<file path="config.mk">
export PLATFORM = sky130hd
export DESIGN_NAME = membus_arbiter
export DESIGN_NICKNAME = d
export VERILOG_FILES = /design/src/rtl/membus_arbiter.sv
export SDC_FILE = /design/constraint.sdc
export NUM_CORES = 1
export LEC_CHECK = 0
export ABC_CLOCK_PERIOD_IN_PS = 1700
export BUFFER_PORTS_ARGS = -buffer_cell sky130_fd_sc_hd__buf_2
export CAP_MARGIN = 20
export CORE_AREA = 2 2 39 41
export DETAILED_ROUTE_END_ITERATION = 8
export DIE_AREA = 0 0 41 43
export SETUP_SLACK_MARGIN = 0.05
export SYNTH_ARGS = -nofsm -noshare
export SYNTH_HDL_FRONTEND = slang
export SYNTH_SLANG_ARGS = --single-unit
</file>
<file path="constraint.sdc">
create_clock -name clk -period 1.7 [get_ports clk]
set_input_delay 0.34 -clock clk [delete_from_list [all_inputs] [get_ports clk]]
set_output_delay 0.34 -clock clk [all_outputs]
set_load 0.01 [all_outputs]
</file>
<file path="src/rtl/membus_arbiter.sv">
module membus_arbiter #(
  parameter int NREQ = 4
) (
  input  logic            clk,
  input  logic            por_n,
  input  logic            rst_n,
  input  logic            cfg_we,
  input  logic [2:0]      cfg_din,
  input  logic            req_rel,
  input  logic            req_ref,
  input  logic            req_dma,
  input  logic            req_cpu,
  input  logic            done,
  input  logic            dma_burst,
  input  logic            standby,
  output logic [NREQ-1:0] gnt,
  output logic            oe_addr,
  output logic            oe_ctrl
);
  localparam int REL = NREQ - 1;
  localparam int REF = NREQ - 2;
  localparam int DMA = 1;
  localparam int CPU = 0;

  logic [NREQ-1:0] gnt_q, pick, reqv;
  logic            lock_q, hiz_addr_q, hiz_ctrl_q;
  logic            any_rst, owner_req, boundary, hold;

  assign any_rst   = !por_n || !rst_n;
  assign reqv      = {req_rel, req_ref, req_dma, req_cpu};
  assign owner_req = |(gnt_q & reqv);
  assign boundary  = done || !owner_req;
  assign hold      = lock_q && gnt_q[DMA] && dma_burst;

  always_comb begin
    pick = '0;
    if (req_rel)      pick[REL] = 1'b1;
    else if (req_ref) pick[REF] = 1'b1;
    else if (req_dma) pick[DMA] = 1'b1;
    else              pick[CPU] = 1'b1;
  end

  always_ff @(posedge clk) begin
    if (!por_n)      lock_q <= 1'b0;
    else if (cfg_we) lock_q <= cfg_din[2];
  end

  always_ff @(posedge clk) begin
    if (any_rst) begin
      hiz_addr_q <= 1'b0;
      hiz_ctrl_q <= 1'b0;
    end else if (cfg_we) begin
      hiz_addr_q <= cfg_din[0];
      hiz_ctrl_q <= cfg_din[1];
    end
  end

  always_ff @(posedge clk) begin
    if (any_rst)                gnt_q <= NREQ'(1);
    else if (boundary && !hold) gnt_q <= pick;
  end

  assign gnt     = gnt_q;
  assign oe_addr = !gnt_q[REL] && (!standby || hiz_addr_q);
  assign oe_ctrl = hiz_ctrl_q || !(standby || gnt_q[REL]);

  a_r2_onehot: assert property (@(posedge clk) disable iff (any_rst)
    $countones(gnt) == 1);

  a_r2_stable: assert property (@(posedge clk) disable iff (any_rst)
    (!done && (|(gnt & {req_rel, req_ref, req_dma, req_cpu}))) |=> $stable(gnt));

  a_r3_release_first: assert property (@(posedge clk) disable iff (any_rst)
    (done && req_rel && !(lock_q && gnt[DMA] && dma_burst)) |=> gnt[REL]);

  a_r5_lock_holds: assert property (@(posedge clk) disable iff (any_rst)
    (lock_q && gnt[DMA] && dma_burst) |=> gnt[DMA]);

  a_r9_release_floats: assert property (@(posedge clk) disable iff (any_rst)
    gnt[REL] |-> !oe_addr);

  a_r10_ctrl_driven: assert property (@(posedge clk) disable iff (any_rst)
    (!standby && !gnt[REL]) |-> oe_ctrl);
endmodule

</file>
==> results_dict.tcl, run 1 <==
set metrics [dict create \
    worstReg2RegStart "gnt[3]" \
    clock_latency_ns 0.25 \
    timing.fmax_mhz 659 \
    slew_viol_final 0 \
    finalHoldViolCount 0 \
    synth_area_um2 334 \
    cts_root_buf "clkbuf_4" \
    io_buffers 19 \
    ys_warn_count 0 \
    clkSlewWorstSetupHoldPaths_ns 0.05 \
    multi_input_area_um2 183 \
    ys_ff_latch 7 \
    cts_buffer_depth 2 \
    cp-startpoint "gnt[3]" \
    yosysTopAreaCellShare_pct 41.9 \
    critPathCaptureType "flop" \
    via_per_inst 4.74 \
    cts_resized 0 \
    worstMarginPinSlew_ns 0.332 \
    setup_viol 0 \
    syn_inst 35 \
    crit_slowest_cell "or3b_2" \
    regToRegSetupSlack_ns 0.18 \
    routedWlPerCell_um 10.9 \
    path_cells "a22oi_2, a21oi_2, nor4b_1, or3b_2" \
    min_path_type "primary input to flop" \
    ys.flop_type "dfxtp_1" \
    outcome "completed" \
    grtUsageTotal_pct 10.3 \
    cp.required_ns 1.83 \
    power_density_nw_per_um2 832 \
    fin_crit_sh_pct 89.3 \
    crit_buf_inv 0 \
    clock-sinks 7 \
    placedInstanceArea_um2 445 \
    syn_to_final_growth_pct 41.2 \
    synth.largest_area_cell "dfxtp_1" \
    die_h_um 43 \
    yosys-top-cells-area "dfxtp_1 42%, mux2i_1 9.0%, a22oi_2 7.5%" \
    ir_drop_uv 302 \
    ys_types 20 \
    drt-pass1-iter-count 4 \
    grt_pass1_wl_mm 1.15 \
    cp.depth 4 \
    coreArea_um2 1380 \
    synth_common_cells "7 x dfxtp_1, 3 x mux2i_1, 3 x nor2_1" \
    cp-endpoint "gnt[0]" \
    hpwl_um 612 \
    htree_levels 1 \
    fp.dieArea_um2 1760 \
    drive_gt1_share_pct 45.6 \
    synthArstFlopShare_pct 0 \
    rsz0062_at_grt "false" \
    fin_skew_ns 0.00239 \
    numCtsBuffers 3 \
    synth_area_per_cell_um2 9.54 \
    grt_max_degree 9 \
    drtIter0Drc 7 \
    wl_um 793 \
    p_total_mw 0.392 \
    synthesis.nets 49 \
    min_period_ns 1.52 \
    cts_tree "done" \
    cts_setup_buffers 0 \
    worst_slack_ns 0.182 \
    start_kind "flop" \
    fin_util_pct 34.1 \
    critical-path-max-stage-delay_ns 0.47 \
    post-place-ws_ns 0.154 \
    ios 20 \
    arrival_ns 1.65 \
    postRouteAntennaNets 0 \
    crit_family "simple AND/OR/NAND/NOR gates" \
    crit_fanout 8 \
    yosysSeqAreaShare_pct 41.9 \
    cts-hold-fix-buffers 0 \
    rr_endpoint "gnt[0]" \
    p_leak_nw 0.209 \
    grt_pass1_vias 282 \
    synth_most_common_cell "dfxtp_1" \
    fin_nets 72 \
    initial_utilization_pct 24.1 \
    critical_path_class "flop to flop" \
    max_slew_margin_pct 77.8 \
    routabilityCongestion 0.693 \
    setup_tns_ns 0 \
    num_rows 14 \
    fill_cells 148 \
    grt.overflow.total 0 \
    drv_cap 0 \
    finalInstanceArea_um2 472 \
    reg2reg_depth 4 \
    drc 0 \
    fp.dieW_um 41 \
    antenna_found_initial 0 \
    seq_area_um2 140 \
    vias 346 \
    synth_edf_count 0 \
    n_antenna_cell 0 \
]
## registers in the layout, summed over array words and instances, names as in the netlist
register / count
gnt: 4
hiz_addr_q: 1
hiz_ctrl_q: 1
lock_q: 1
## cell type report
| class | instances | share of cell area [%] |
|---|---|---|
| clock buffer | 4 | 5.57 |
| inverter | 2 | 1.59 |
| multi-input combinational | 25 | 38.7 |
| sequential | 7 | 29.7 |
| tap | 16 | 4.24 |
| timing repair buffer | 19 | 20.2 |
## worst reg2reg max path, delay by kind of cell, from the launching register on
family	cells	cell delay, ns
AO/OA/AOI/OAI	2	0.42
AND/OR/NAND/NOR	2	0.56
flip-flops	1	0.41
## placed cells by master, fill, tap and decap left out
| cell type | instances |
|---|---|
| a22oi_2 | 2 |
| dfxtp_1 | 7 |
| clkbuf_1 | 1 |
| nor2_1 | 3 |
| or4b_1 | 1 |
| o21ai_0 | 2 |
| o21bai_1 | 1 |
| o31ai_1 | 1 |
| clkbuf_4 | 3 |
| nand3_1 | 1 |
| nand2_1 | 1 |
| a211oi_1 | 2 |
| and3_1 | 1 |
| a21oi_2 | 1 |
| o2111ai_1 | 1 |
| inv_1 | 2 |
| mux2i_1 | 3 |
| buf_2 | 19 |
| a21oi_1 | 2 |
| or3b_2 | 1 |
| nor2b_1 | 1 |
| nor4b_1 | 1 |
## per-stage QoR
| step | hold slack, ns | cells |
|---|---|---|
| 2_1_floorplan | 0.454 | 35 |
| 3_3_place_gp | 0.479 | 69 |
| 3_5_place_dp | 0.484 | 69 |
| 4_1_cts | 0.329 | 73 |
| 5_1_grt | 0.327 | 73 |
| 6_report | 0.326 | 73 |
## kinds of logic after synthesis
family | count (synthesis) | synth area share [%]
AOI/OAI and AO/OA | 12 | 27.7
buffers and inverters | 3 | 3.37
DFF | 7 | 41.9
muxes | 3 | 8.99
and+or+nand+nor | 10 | 18.0
## where the power goes
part | leakage, nW | switching [mW] | internal [mW]
Combinational | 0.137 | 0.0302 | 0.0310
Clock | 0.0150 | 0.0645 | 0.0898
Sequential | 0.0573 | 0.00544 | 0.172
## layer usage
metal / part of all wire, % / global-route usage, % / up-vias
li1: - / - / 177
met1: 48 / 13.7 / 149
met2: 41 / 12.2 / 20
met3: 10 / 4.71 / 0
met4: 0 / 8.00 / 0
met5: 0 / 0 / -
## worst min path at each step
stage | end | depth (start not counted) | startpoint | slack (ns)
after floorplan | hiz_ctrl_q | 2 | hiz_ctrl_q | 0.45
after global placement | hiz_addr_q | 2 | hiz_addr_q | 0.48
after detailed placement | hiz_addr_q | 2 | hiz_addr_q | 0.48
after CTS | hiz_addr_q | 3 | cfg_din[0] | 0.33
after global routing | hiz_ctrl_q | 3 | cfg_din[1] | 0.33
final | hiz_ctrl_q | 3 | cfg_din[1] | 0.33
Power figures use the tool's default switching activity.
==> inputs of run 2 (changes only) <==
--- a/config.mk
+++ b/config.mk
@@ -5,9 +5,8 @@
 export SDC_FILE = /design/constraint.sdc
 export NUM_CORES = 1
 export LEC_CHECK = 0
-export ABC_CLOCK_PERIOD_IN_PS = 1700
+export ABC_CLOCK_PERIOD_IN_PS = 1400
 export BUFFER_PORTS_ARGS = -buffer_cell sky130_fd_sc_hd__buf_2
-export CAP_MARGIN = 20
 export CORE_AREA = 2 2 39 41
 export DETAILED_ROUTE_END_ITERATION = 8
 export DIE_AREA = 0 0 41 43
==> constraint.sdc (replaced) <==
create_clock -name clk -period 1.4 [get_ports clk]
set_input_delay 0.28 -clock clk [delete_from_list [all_inputs] [get_ports clk]]
set_output_delay 0.28 -clock clk [all_outputs]
set_load 0.01 [all_outputs]
==> results_dict.tcl, run 2 (synthesized netlist as in run 1, its figures left out) <==
set metrics [dict create \
    setup_viol 0 \
    fp.dieW_um 41 \
    fin_nets 78 \
    grt_pass1_wl_mm 1.30 \
    cts_root_buf "clkbuf_4" \
    cts_buffer_depth 2 \
    worst_slack_ns 0.0418 \
    slew_viol_final 0 \
    start_kind "flop" \
    n_antenna_cell 0 \
    wl_um 861 \
    outcome "completed" \
    clock-sinks 7 \
    critical_path_class "flop to flop" \
    min_path_type "primary input to flop" \
    num_rows 14 \
    grtUsageTotal_pct 11.3 \
    antenna_found_initial 0 \
    power_density_nw_per_um2 931 \
    drc 0 \
    crit_fanout 5 \
    rsz0062_at_grt "true" \
    largest_reg_flops 4 \
    routabilityCongestion 0.708 \
    drv_cap 0 \
    critPathCaptureType "flop" \
    fin_util_pct 38.3 \
    setup_tns_ns 0 \
    fin_crit_sh_pct 97.0 \
    syn_to_final_growth_pct 58.8 \
    coreArea_um2 1380 \
    ios 20 \
    cp.required_ns 1.58 \
    arrival_ns 1.54 \
    fin_skew_ns 0.00379 \
    grt.overflow.total 0 \
    drive_gt1_share_pct 61.9 \
    post-place-ws_ns -0.0440 \
    numCtsBuffers 3 \
    hpwl_um 665 \
    max_slew_margin_pct 84.7 \
    fp.dieArea_um2 1760 \
    drt-pass1-iter-count 3 \
    htree_levels 1 \
    routedWlPerCell_um 10.9 \
    p_leak_nw 0.241 \
    cts_tree "done" \
    vias 372 \
    grt_pass1_vias 342 \
    fill_cells 148 \
    min_period_ns 1.36 \
    initial_utilization_pct 24.1 \
    finalHoldViolCount 0 \
    die_h_um 43 \
    via_per_inst 4.71 \
    worstMarginPinSlew_ns 0.226 \
    layout_commonest_cell "buf_2" \
    p_total_mw 0.494 \
    io_buffers 19 \
    grt_max_degree 8 \
    timing.fmax_mhz 736 \
    clkSlewWorstSetupHoldPaths_ns 0.05 \
    drtIter0Drc 1 \
    final_cell_mix "19 x buf_2, 6 x buf_4, 4 x dfxtp_2" \
    postRouteAntennaNets 0 \
    clock_latency_ns 0.25 \
    ir_drop_uv 332 \
]
## run 2: cell types whose count changed in the layout (fill, tap and decap cells not counted), sizes merged
| cell | delta |
|---|---|
| buf | +6 |
## run 2: final timing paths
| path | startpoint | end | slack, ns | cells after the start |
|---|---|---|---|---|
| max | gnt[3] | gnt[2] | 0.04 | 4 |
| min | cfg_din[0] | hiz_addr_q | 0.28 | 3 |
| max reg2reg | gnt[3] | gnt[2] | 0.04 | 4 |
| min reg2reg | gnt[1] | gnt[1] | 0.48 | 2 |
## run 2: final cells by class
class                           instances  area (um2)  share of cell area, %
Multi-Input combinational cell         25         191                   36.1
Clock buffer                            4        26.3                   4.95
Timing Repair Buffer                   25         140                   26.4
Tap cell                               16        20.0                   3.77
Sequential cell                         7         145                   27.4
Inverter                                2        7.51                   1.42
## run 2: repair_timing
action	4_1_cts	5_1_grt
pin swaps	0	1
endpoints found under the setup margin	1	2
resized for setup	0	3
buffers inserted	0	2
hold buffers	0	0
## run 2: power breakdown
group          switching [mW]  total (mW)  internal [mW]
Combinational          0.0408      0.0940         0.0531
Clock                  0.0747       0.184          0.109
Sequential            0.00694       0.216          0.209
## run 2: metrics by stage
step                instances  hold WS, ns  cell area (um2)
finish                     79        0.276              531
global route               79        0.283              531
global placement           73        0.466              480
detailed placement         73        0.467              480
floorplan                  35        0.408              339
CTS                        77        0.276              507
## run 2: layer usage
| metal | up-vias | wire length (um) | track usage, % |
|---|---|---|---|
| met5 | - | 0 | 0 |
| met4 | 0 | 0 | 8.00 |
| met3 | 0 | 73 | 4.71 |
| met2 | 15 | 395 | 16.9 |
| met1 | 171 | 393 | 11.9 |
| li1 | 186 | - | - |
## run 2: critical path, stage by stage (launching register included)
cell	delay [ns]
dfxtp_2	0.34
a22oi_2	0.18
a21oi_2	0.11
or4b_4	0.52
a21oi_2	0.15
==> inputs of run 3 (changes only) <==
--- a/config.mk
+++ b/config.mk
@@ -10,7 +10,6 @@
 export CORE_AREA = 2 2 39 41
 export DETAILED_ROUTE_END_ITERATION = 8
 export DIE_AREA = 0 0 41 43
-export SETUP_SLACK_MARGIN = 0.05
 export SYNTH_ARGS = -nofsm -noshare
 export SYNTH_HDL_FRONTEND = slang
 export SYNTH_SLANG_ARGS = --single-unit
==> results_dict.tcl, run 3 (synthesized netlist as in run 1, its figures left out) <==
set metrics [dict create \
    crit_slowest_cell "or4b_1" \
    arrival_ns 1.54 \
    numCtsBuffers 3 \
    grt_pass1_wl_mm 1.25 \
    setup_tns_ns 0 \
    slew_viol_final 0 \
    critical_path_class "flop to flop" \
    htree_levels 1 \
    routedWlPerCell_um 10.4 \
    max_slew_margin_pct 84.8 \
    io_buffers 19 \
    drc 0 \
    fin_nets 75 \
    routabilityCongestion 0.698 \
    final_cell_mix "19 x buf_2, 5 x dfxtp_1" \
    fill_cells 148 \
    num_rows 14 \
    fp.dieArea_um2 1760 \
    min_period_ns 1.35 \
    drive_gt1_share_pct 53.3 \
    largest_reg_flops 4 \
    worst_slack_ns 0.0480 \
    drv_cap 0 \
    ir_drop_uv 413 \
    finalHoldViolCount 0 \
    finalNonFillerCells 76 \
    via_per_inst 4.64 \
    postRouteAntennaNets 0 \
    cts_tree "done" \
    path_cells "a22oi_2, a21oi_2, or4b_1, a21oi_2" \
    placed_cells 72 \
    cts_root_buf "clkbuf_4" \
    syn_to_final_growth_pct 49.8 \
    initial_utilization_pct 24.1 \
    fin_skew_ns 0.00305 \
    crit_fanout 5 \
    critPathCaptureType "flop" \
    layout_commonest_cell "buf_2" \
    min_path_type "primary input to flop" \
    critical-path-max-stage-delay_ns 0.53 \
    timing.fmax_mhz 740 \
    fp.dieW_um 41 \
    rsz0062_at_grt "true" \
    clkSlewWorstSetupHoldPaths_ns 0.05 \
    coreArea_um2 1380 \
    cts_buffer_depth 2 \
    p_total_mw 0.480 \
    clock_latency_ns 0.25 \
    worstMarginPinSlew_ns 0.225 \
    die_h_um 43 \
    clock-sinks 7 \
    antenna_found_initial 0 \
    outcome "completed" \
    cp_common_cell "a21oi_2" \
    fin_crit_sh_pct 96.6 \
    grtUsageTotal_pct 11.2 \
    post-place-ws_ns -0.0300 \
    cp.required_ns 1.59 \
    grt_max_degree 8 \
    hpwl_um 617 \
    cts-hold-fix-buffers 0 \
    wl_um 792 \
    setup_viol 0 \
    power_density_nw_per_um2 960 \
    p_leak_nw 0.225 \
    drt-pass1-iter-count 4 \
    vias 353 \
    start_kind "flop" \
    drtIter0Drc 1 \
    seq_area_um2 143 \
    grt_pass1_vias 313 \
    n_antenna_cell 0 \
    grt.overflow.total 0 \
    multi_input_area_um2 186 \
    ios 20 \
]
-- run 3: changes by cell type in the layout (fill, tap and decap cells not counted), sizes merged --
cell  previous run  this run
buf             25        22
-- run 3: through the flow --
stage	instance area, um2	util, %	hold slack, ns
floorplan	337	-	0.408
global placement	470	34.0	0.470
detailed placement	470	34.0	0.476
CTS	497	35.9	0.273
global route	500	36.2	0.270
finish	500	36.2	0.271
-- run 3: timing repair --
| item | CTS | global route |
|---|---|---|
| setup endpoints to repair | 0 | 2 |
| setup buffers | 0 | 0 |
| resized for setup | 0 | 1 |
-- run 3: final timing paths --
| check | depth (start not counted) | slack [ns] | endpoint | startpoint |
|---|---|---|---|---|
| setup / recovery | 4 | 0.05 | gnt[2] | gnt[3] |
| hold / removal | 3 | 0.27 | hiz_addr_q | cfg_din[0] |
| setup reg to reg | 4 | 0.05 | gnt[2] | gnt[3] |
| hold reg to reg | 2 | 0.47 | gnt[1] | gnt[1] |
-- run 3: critical path, delay by kind of cell, from the launching register on --
family | cells | cell delay (ns)
AND/OR/NAND/NOR | 1 | 0.53
AO/OA/AOI/OAI | 3 | 0.42
flip-flops | 1 | 0.34
-- run 3: power breakdown --
| part | internal [mW] | total (mW) | switching [mW] |
|---|---|---|---|
| Sequential | 0.209 | 0.216 | 0.00656 |
| Clock | 0.109 | 0.181 | 0.0726 |
| Combinational | 0.0448 | 0.0835 | 0.0387 |
-- run 3: final cells by class --
| cell class | count | area share, % |
|---|---|---|
| Sequential cell | 7 | 28.5 |
| Inverter | 2 | 1.50 |
| Timing Repair Buffer | 22 | 23.5 |
| Multi-Input combinational cell | 25 | 37.3 |
| Tap cell | 16 | 4.00 |
| Clock buffer | 4 | 5.25 |
-- run 3: per-layer routing --
layer  vias up  GRT usage (%)  wire (um)
met1       152           12.7        352
met3         2           7.85        100
met4         0           6.00          8
met5         -              0          0
met2        19           15.0        331
li1        180              -          -
